<file path="src/rtl/mac_pkg.sv">
package mac_pkg;
  typedef enum logic [1:0] {
    MAC_ADD = 2'b00,
    MAC_SUB = 2'b01,
    MAC_RDC = 2'b10,
    MAC_NOP = 2'b11
  } mac_op_e;
endpackage

</file>
<file path="src/rtl/mac_product.sv">
module mac_product #(
  parameter int OP_W = 32,
  localparam int PW = 2 * OP_W
) (
  input  logic [OP_W-1:0] a,
  input  logic [OP_W-1:0] b,
  output logic [PW-1:0]   p
);
  logic signed [PW-1:0] sa, sb;
  always_comb begin
    sa = PW'($signed(a));
    sb = PW'($signed(b));
    p  = sa * sb;
  end
endmodule

</file>
<file path="src/rtl/mac_accum.sv">
module mac_accum #(
  parameter int OP_W = 32,
  localparam int ACC_W = 2 * OP_W,
  localparam int HALVES = 2
) (
  input  logic             clk,
  input  logic             rst,
  input  logic             do_add,
  input  logic             do_sub,
  input  logic             do_clr,
  input  logic             wr_en,
  input  logic             wr_hi,
  input  logic [OP_W-1:0]  wr_data,
  input  logic [ACC_W-1:0] prod,
  output logic [ACC_W-1:0] acc_q
);
  logic [ACC_W-1:0] acc_nx;

  always_comb begin
    if (do_clr)      acc_nx = '0;
    else if (do_add) acc_nx = acc_q + prod;
    else if (do_sub) acc_nx = acc_q - prod;
    else             acc_nx = acc_q;
  end

  for (genvar h = 0; h < HALVES; h++) begin : g_half
    always_ff @(posedge clk) begin
      if (rst)
        acc_q[h*OP_W +: OP_W] <= '0;
      else if (wr_en) begin
        if (wr_hi == 1'(h))
          acc_q[h*OP_W +: OP_W] <= wr_data;
      end else
        acc_q[h*OP_W +: OP_W] <= acc_nx[h*OP_W +: OP_W];
    end
  end
endmodule

</file>
<file path="src/rtl/mac_readout.sv">
module mac_readout #(
  parameter int OP_W  = 32,
  parameter int SHIFT = 28,
  localparam int ACC_W = 2 * OP_W
) (
  input  logic             clk,
  input  logic             rst,
  input  logic             fire,
  input  logic [ACC_W-1:0] acc,
  output logic [OP_W-1:0]  res_data,
  output logic             res_valid
);
  always_ff @(posedge clk) begin
    if (rst) begin
      res_data  <= '0;
      res_valid <= 1'b0;
    end else begin
      res_valid <= fire;
      if (fire) res_data <= acc[SHIFT +: OP_W];
    end
  end
endmodule

</file>
<file path="src/rtl/mac_acc_unit.sv">
module mac_acc_unit #(
  parameter int OP_W  = 32,
  parameter int SHIFT = 28,
  localparam int ACC_W = 2 * OP_W
) (
  input  logic            clk,
  input  logic            rst,
  input  logic            cmd_valid,
  input  logic [1:0]      cmd_op,
  input  logic [OP_W-1:0] op_a,
  input  logic [OP_W-1:0] op_b,
  output logic [OP_W-1:0] res_data,
  output logic            res_valid,
  input  logic            sr_we,
  input  logic            sr_sel,
  input  logic [OP_W-1:0] sr_wdata,
  output logic [OP_W-1:0] sr_rdata
);
  import mac_pkg::*;

  mac_op_e          op;
  logic             cmd_ok, do_add, do_sub, do_clr;
  logic [ACC_W-1:0] prod, acc_q;

  always_comb begin
    op     = mac_op_e'(cmd_op);
    cmd_ok = cmd_valid && !sr_we;
    do_add = cmd_ok && (op == MAC_ADD);
    do_sub = cmd_ok && (op == MAC_SUB);
    do_clr = cmd_ok && (op == MAC_RDC);
  end

  mac_product #(.OP_W(OP_W)) u_mul (.a(op_a), .b(op_b), .p(prod));

  mac_accum #(.OP_W(OP_W)) u_acc (
    .clk(clk), .rst(rst), .do_add(do_add), .do_sub(do_sub), .do_clr(do_clr),
    .wr_en(sr_we), .wr_hi(sr_sel), .wr_data(sr_wdata), .prod(prod), .acc_q(acc_q)
  );

  mac_readout #(.OP_W(OP_W), .SHIFT(SHIFT)) u_rd (
    .clk(clk), .rst(rst), .fire(do_clr), .acc(acc_q),
    .res_data(res_data), .res_valid(res_valid)
  );

  always_ff @(posedge clk) begin
    if (rst) sr_rdata <= '0;
    else     sr_rdata <= sr_sel ? acc_q[OP_W +: OP_W] : acc_q[0 +: OP_W];
  end
endmodule

</file>
<file path="config.mk">
export PLATFORM = sky130hd
export DESIGN_NAME = mac_acc_unit
export DESIGN_NICKNAME = d
export VERILOG_FILES = /design/src/rtl/mac_pkg.sv /design/src/rtl/mac_product.sv /design/src/rtl/mac_accum.sv /design/src/rtl/mac_readout.sv /design/src/rtl/mac_acc_unit.sv
export SDC_FILE = /design/constraint.sdc
export NUM_CORES = 2
export LEC_CHECK = 0
export BUFFER_PORTS_ARGS = -buffer_cell sky130_fd_sc_hd__buf_2
export CAP_MARGIN = 20
export CELL_PAD_IN_SITES_DETAIL_PLACEMENT = 0
export CELL_PAD_IN_SITES_GLOBAL_PLACEMENT = 2
export CORE_ASPECT_RATIO = 0.75
export CORE_MARGIN = 2
export CORE_UTILIZATION = 42
export DETAILED_ROUTE_END_ITERATION = 8
export GPL_TIMING_DRIVEN = 0
export PLACE_DENSITY = 0.83
export RECOVER_POWER = 25
export SLEW_MARGIN = 20
export SYNTH_ARGS = -nofsm -noshare
export SYNTH_HDL_FRONTEND = slang
export SYNTH_SLANG_ARGS = --single-unit
</file>
<file path="constraint.sdc">
create_clock -name clk -period 16.1 [get_ports clk]
set_input_delay 3.22 -clock clk [delete_from_list [all_inputs] [get_ports clk]]
set_output_delay 3.22 -clock clk [all_outputs]
set_load 0.02 [all_outputs]
</file>
==> results.py <==
metrics = {
    "worst_setup_path": {
        "rrSetupSlack_ns": 11.18,
        "r2r_end": "u_acc.acc_q[62]",
        "reg2reg_from": "u_acc.acc_q[0]",
        "r2r_cells": 16,
        "slowest_stage": "clkbuf_1",
        "max_stage_delay_ns": 0.81,
        "start_kind": "input port",
        "cp-startpoint": "op_b[8]",
        "cp-end-kind": "flip-flop",
        "crit_path_end": "u_acc.acc_q[63]",
        "worst-endpoint-arrival_ns": 15.99,
        "cp_max_fo": 14,
        "path_class": "in2reg",
        "required_ns": 16.45,
        "path_common_cell": "fa_1",
    },
    "yosys": {
        "ys.flop_type": "dfxtp_1",
        "synth_top_area_frac": 0.469,
        "synth-async-reset-ratio": 0,
        "postSynthRegisterBits": 129,
        "synth.avg_cell_area_um2": 8.88,
        "synth-edff-count": 0,
        "syn_inst": 5204,
        "yosysMostFrequentCell": "fa_1",
        "ys_seq_area_frac": 0.0559,
        "syn_nets": 6639,
        "synthDistinctLibCells": 86,
        "yosys_warnings": 0,
        "netlist_top_cells_count": "fa_1, inv_1, nand2_1, and2_1, clkbuf_1",
        "synth_area_um2": 46200,
        "synth_top_area_cell": "fa_1",
        "yosys-top-cells-area": "fa_1, inv_1, ha_1",
    },
    "detailed_routing": {
        "drt-total-wl_um": 175000,
        "drtIter0Drc": 3862,
        "dr.pass1.iters": 5,
        "drtAntennaViolNets": 0,
        "wl_per_cell_um": 25.5,
        "drc_errors": 0,
        "via_per_inst": 5.50,
        "vias": 37700,
    },
    "sta": {
        "period_minus_slack_ns": 15.64,
        "finalCritPeriodShare": 0.971,
        "hold_ws_ns": 0.453,
        "finClkSkew_ns": 0.0108,
        "hold_viol": 0,
        "slew_viol_final": 0,
        "slew_headroom": 0.173,
        "rsz0062_at_grt": "false",
        "fmax_mhz": 63.9,
        "tightestPinTransition_ns": 1.24,
        "setup_viol": 0,
    },
    "final_layout": {
        "nNetsFinal": 6825,
        "fill_cells": 10900,
        "drive_gt1_frac": 0.0379,
        "syn_to_final_growth_pct": 6.98,
    },
    "die": {
        "die_area_um2": 113000,
        "std_cell_rows": 105,
        "io_pins": 168,
        "chipWidth_um": 387,
        "die_h_um": 291,
        "coreArea_um2": 109000,
        "start_util": 0.423,
    },
    "clocking": {
        "cts_tree": "built",
        "path_clk_slew_ns": 0.06,
        "clk_latency_ns": 0.44,
        "cts_made_buffers": 17,
        "htreeDepth": 4,
        "clockRootBuffer": "clkbuf_16",
        "clock_sinks": 129,
        "cts_buffer_depth": 2,
    },
    "global_route": {
        "top_usage_layer": "met1",
        "use_met1": 0.482,
        "grt_util_met2": 0.442,
        "grt-ovfl-total": 0,
        "grt_pass1_wl_um": 258000,
        "met3_usage": 0.0790,
        "grt_use_total": 0.313,
        "grt_pass1_vias": 38200,
        "antenna_found_initial": 13,
        "grt_start_max_net_pins": 22,
    },
    "placement": {
        "gp_congestion": 0.969,
        "dp_hpwl_um": 151000,
        "port_buffers": 167,
    },
    "run": {
        "cap_violations": 0,
    },
    "hold_path": {
        "hold_class": "reg2reg",
    },
    "run_status": {
        "status": "finished, final reports clean",
    },
}
-- cell usage in the layout, fill, tap and decap left out, types with 13 or more instances in the layout --
master	synthesis	final
nand2_1	695	695
clkbuf_16	0	17
a221oi_1	53	53
ha_1	249	249
nand3_1	28	28
and3_1	34	34
a21o_1	84	84
inv_1	974	974
dfxtp_1	129	129
a31oi_1	30	30
xnor2_1	97	97
clkbuf_2	0	13
o211ai_1	15	15
o21ai_0	73	73
nand4_1	22	22
mux2i_1	35	35
nor2_1	202	202
buf_2	2	121
o21a_1	18	18
and2_1	480	480
clkbuf_1	274	304
nor3_1	86	85
nor2b_1	19	19
o21bai_1	19	19
a21oi_1	195	195
xor2_1	80	80
a211oi_1	20	20
nand2b_1	33	33
fa_1	1083	1081
-- worst max-delay path: cells and delay by family --
kind            cells  cell delay, ns
buf+inv             4            1.56
simple gates        8            1.77
xor+xnor            2            0.75
compound gates     15            3.52
fa+ha+maj          10            4.87
mux                 1            0.23
-- final cells by class --
type                    count  area, um^2  area share
clock inverters            14         134     0.00271
flip-flops and latches    129        2580      0.0522
inverters                 975        3660      0.0740
clock buffers              18         429     0.00868
diodes                     10        25.0    0.000506
multi-input cells        3815       38900       0.787
repair buffers            172         817      0.0165
well taps                1444        1810      0.0365
plain buffers             280        1080      0.0218
-- cells by family (layout without fill, tap and decap cells) --
| family | Yosys count | in the layout | share of synthesized area |
|---|---|---|---|
| simple gates | 1660 | 1660 | 0.175 |
| fa+ha+maj | 1332 | 1332 | 0.537 |
| buf+inv | 1260 | 1459 | 0.102 |
| compound gates | 607 | 607 | 0.0873 |
| xor+xnor | 178 | 178 | 0.0340 |
| flops | 129 | 129 | 0.0559 |
| mux | 38 | 38 | 0.00831 |
| other cells | 0 | 10 | 0 |
-- how the worst min path moves through the flow --
stage	depth (start not counted)	from	slack, ns	endpoint
4_1_cts	2	u_rd.res_data[19]	0.45	u_rd.res_data[19]
5_1_grt	2	u_rd.res_data[14]	0.48	u_rd.res_data[14]
3_3_place_gp	2	u_rd.res_data[26]	0.44	u_rd.res_data[26]
6_report	2	u_rd.res_data[26]	0.45	u_rd.res_data[26]
3_5_place_dp	2	u_rd.res_data[19]	0.44	u_rd.res_data[19]
2_1_floorplan	2	u_acc.acc_q[28]	0.46	u_rd.res_data[0]
-- sequential cells by signal, indices dropped and copies added, names as in the netlist --
signal          cells
u_rd.res_valid      1
u_rd.res_data      32
sr_rdata           32
u_acc.acc_q        64
-- layer usage --
layer / part of all wire / vias up
met1: 0.46 / 19500
met5: 0.00041 / -
met2: 0.41 / 1688
met4: 0.021 / 10
met3: 0.11 / 182
li1: - / 16300
-- per-stage QoR --
step	setup TNS, ns	util	cell area [um^2]	std cells	worst slack (ns)
2_1_floorplan	0	-	46200	5204	2.21
5_1_grt	0	0.453	49400	6847	0.000112
6_report	0	0.453	49400	6857	0.462
4_1_cts	0	0.453	49400	6847	0.513
3_3_place_gp	-0.365	0.447	48900	6815	-0.365
3_5_place_dp	0	0.448	48900	6815	0.0922
-- timing repair --
item,4_1_cts,5_1_grt
buffers inserted,0,4
endpoints found under the setup margin,0,1
hold buffers,0,0
gates resized for setup,0,20
Power is left out: the tool's default activity adds up to more than one toggle a clock period on the data nets, which glitch-free logic cannot reach.
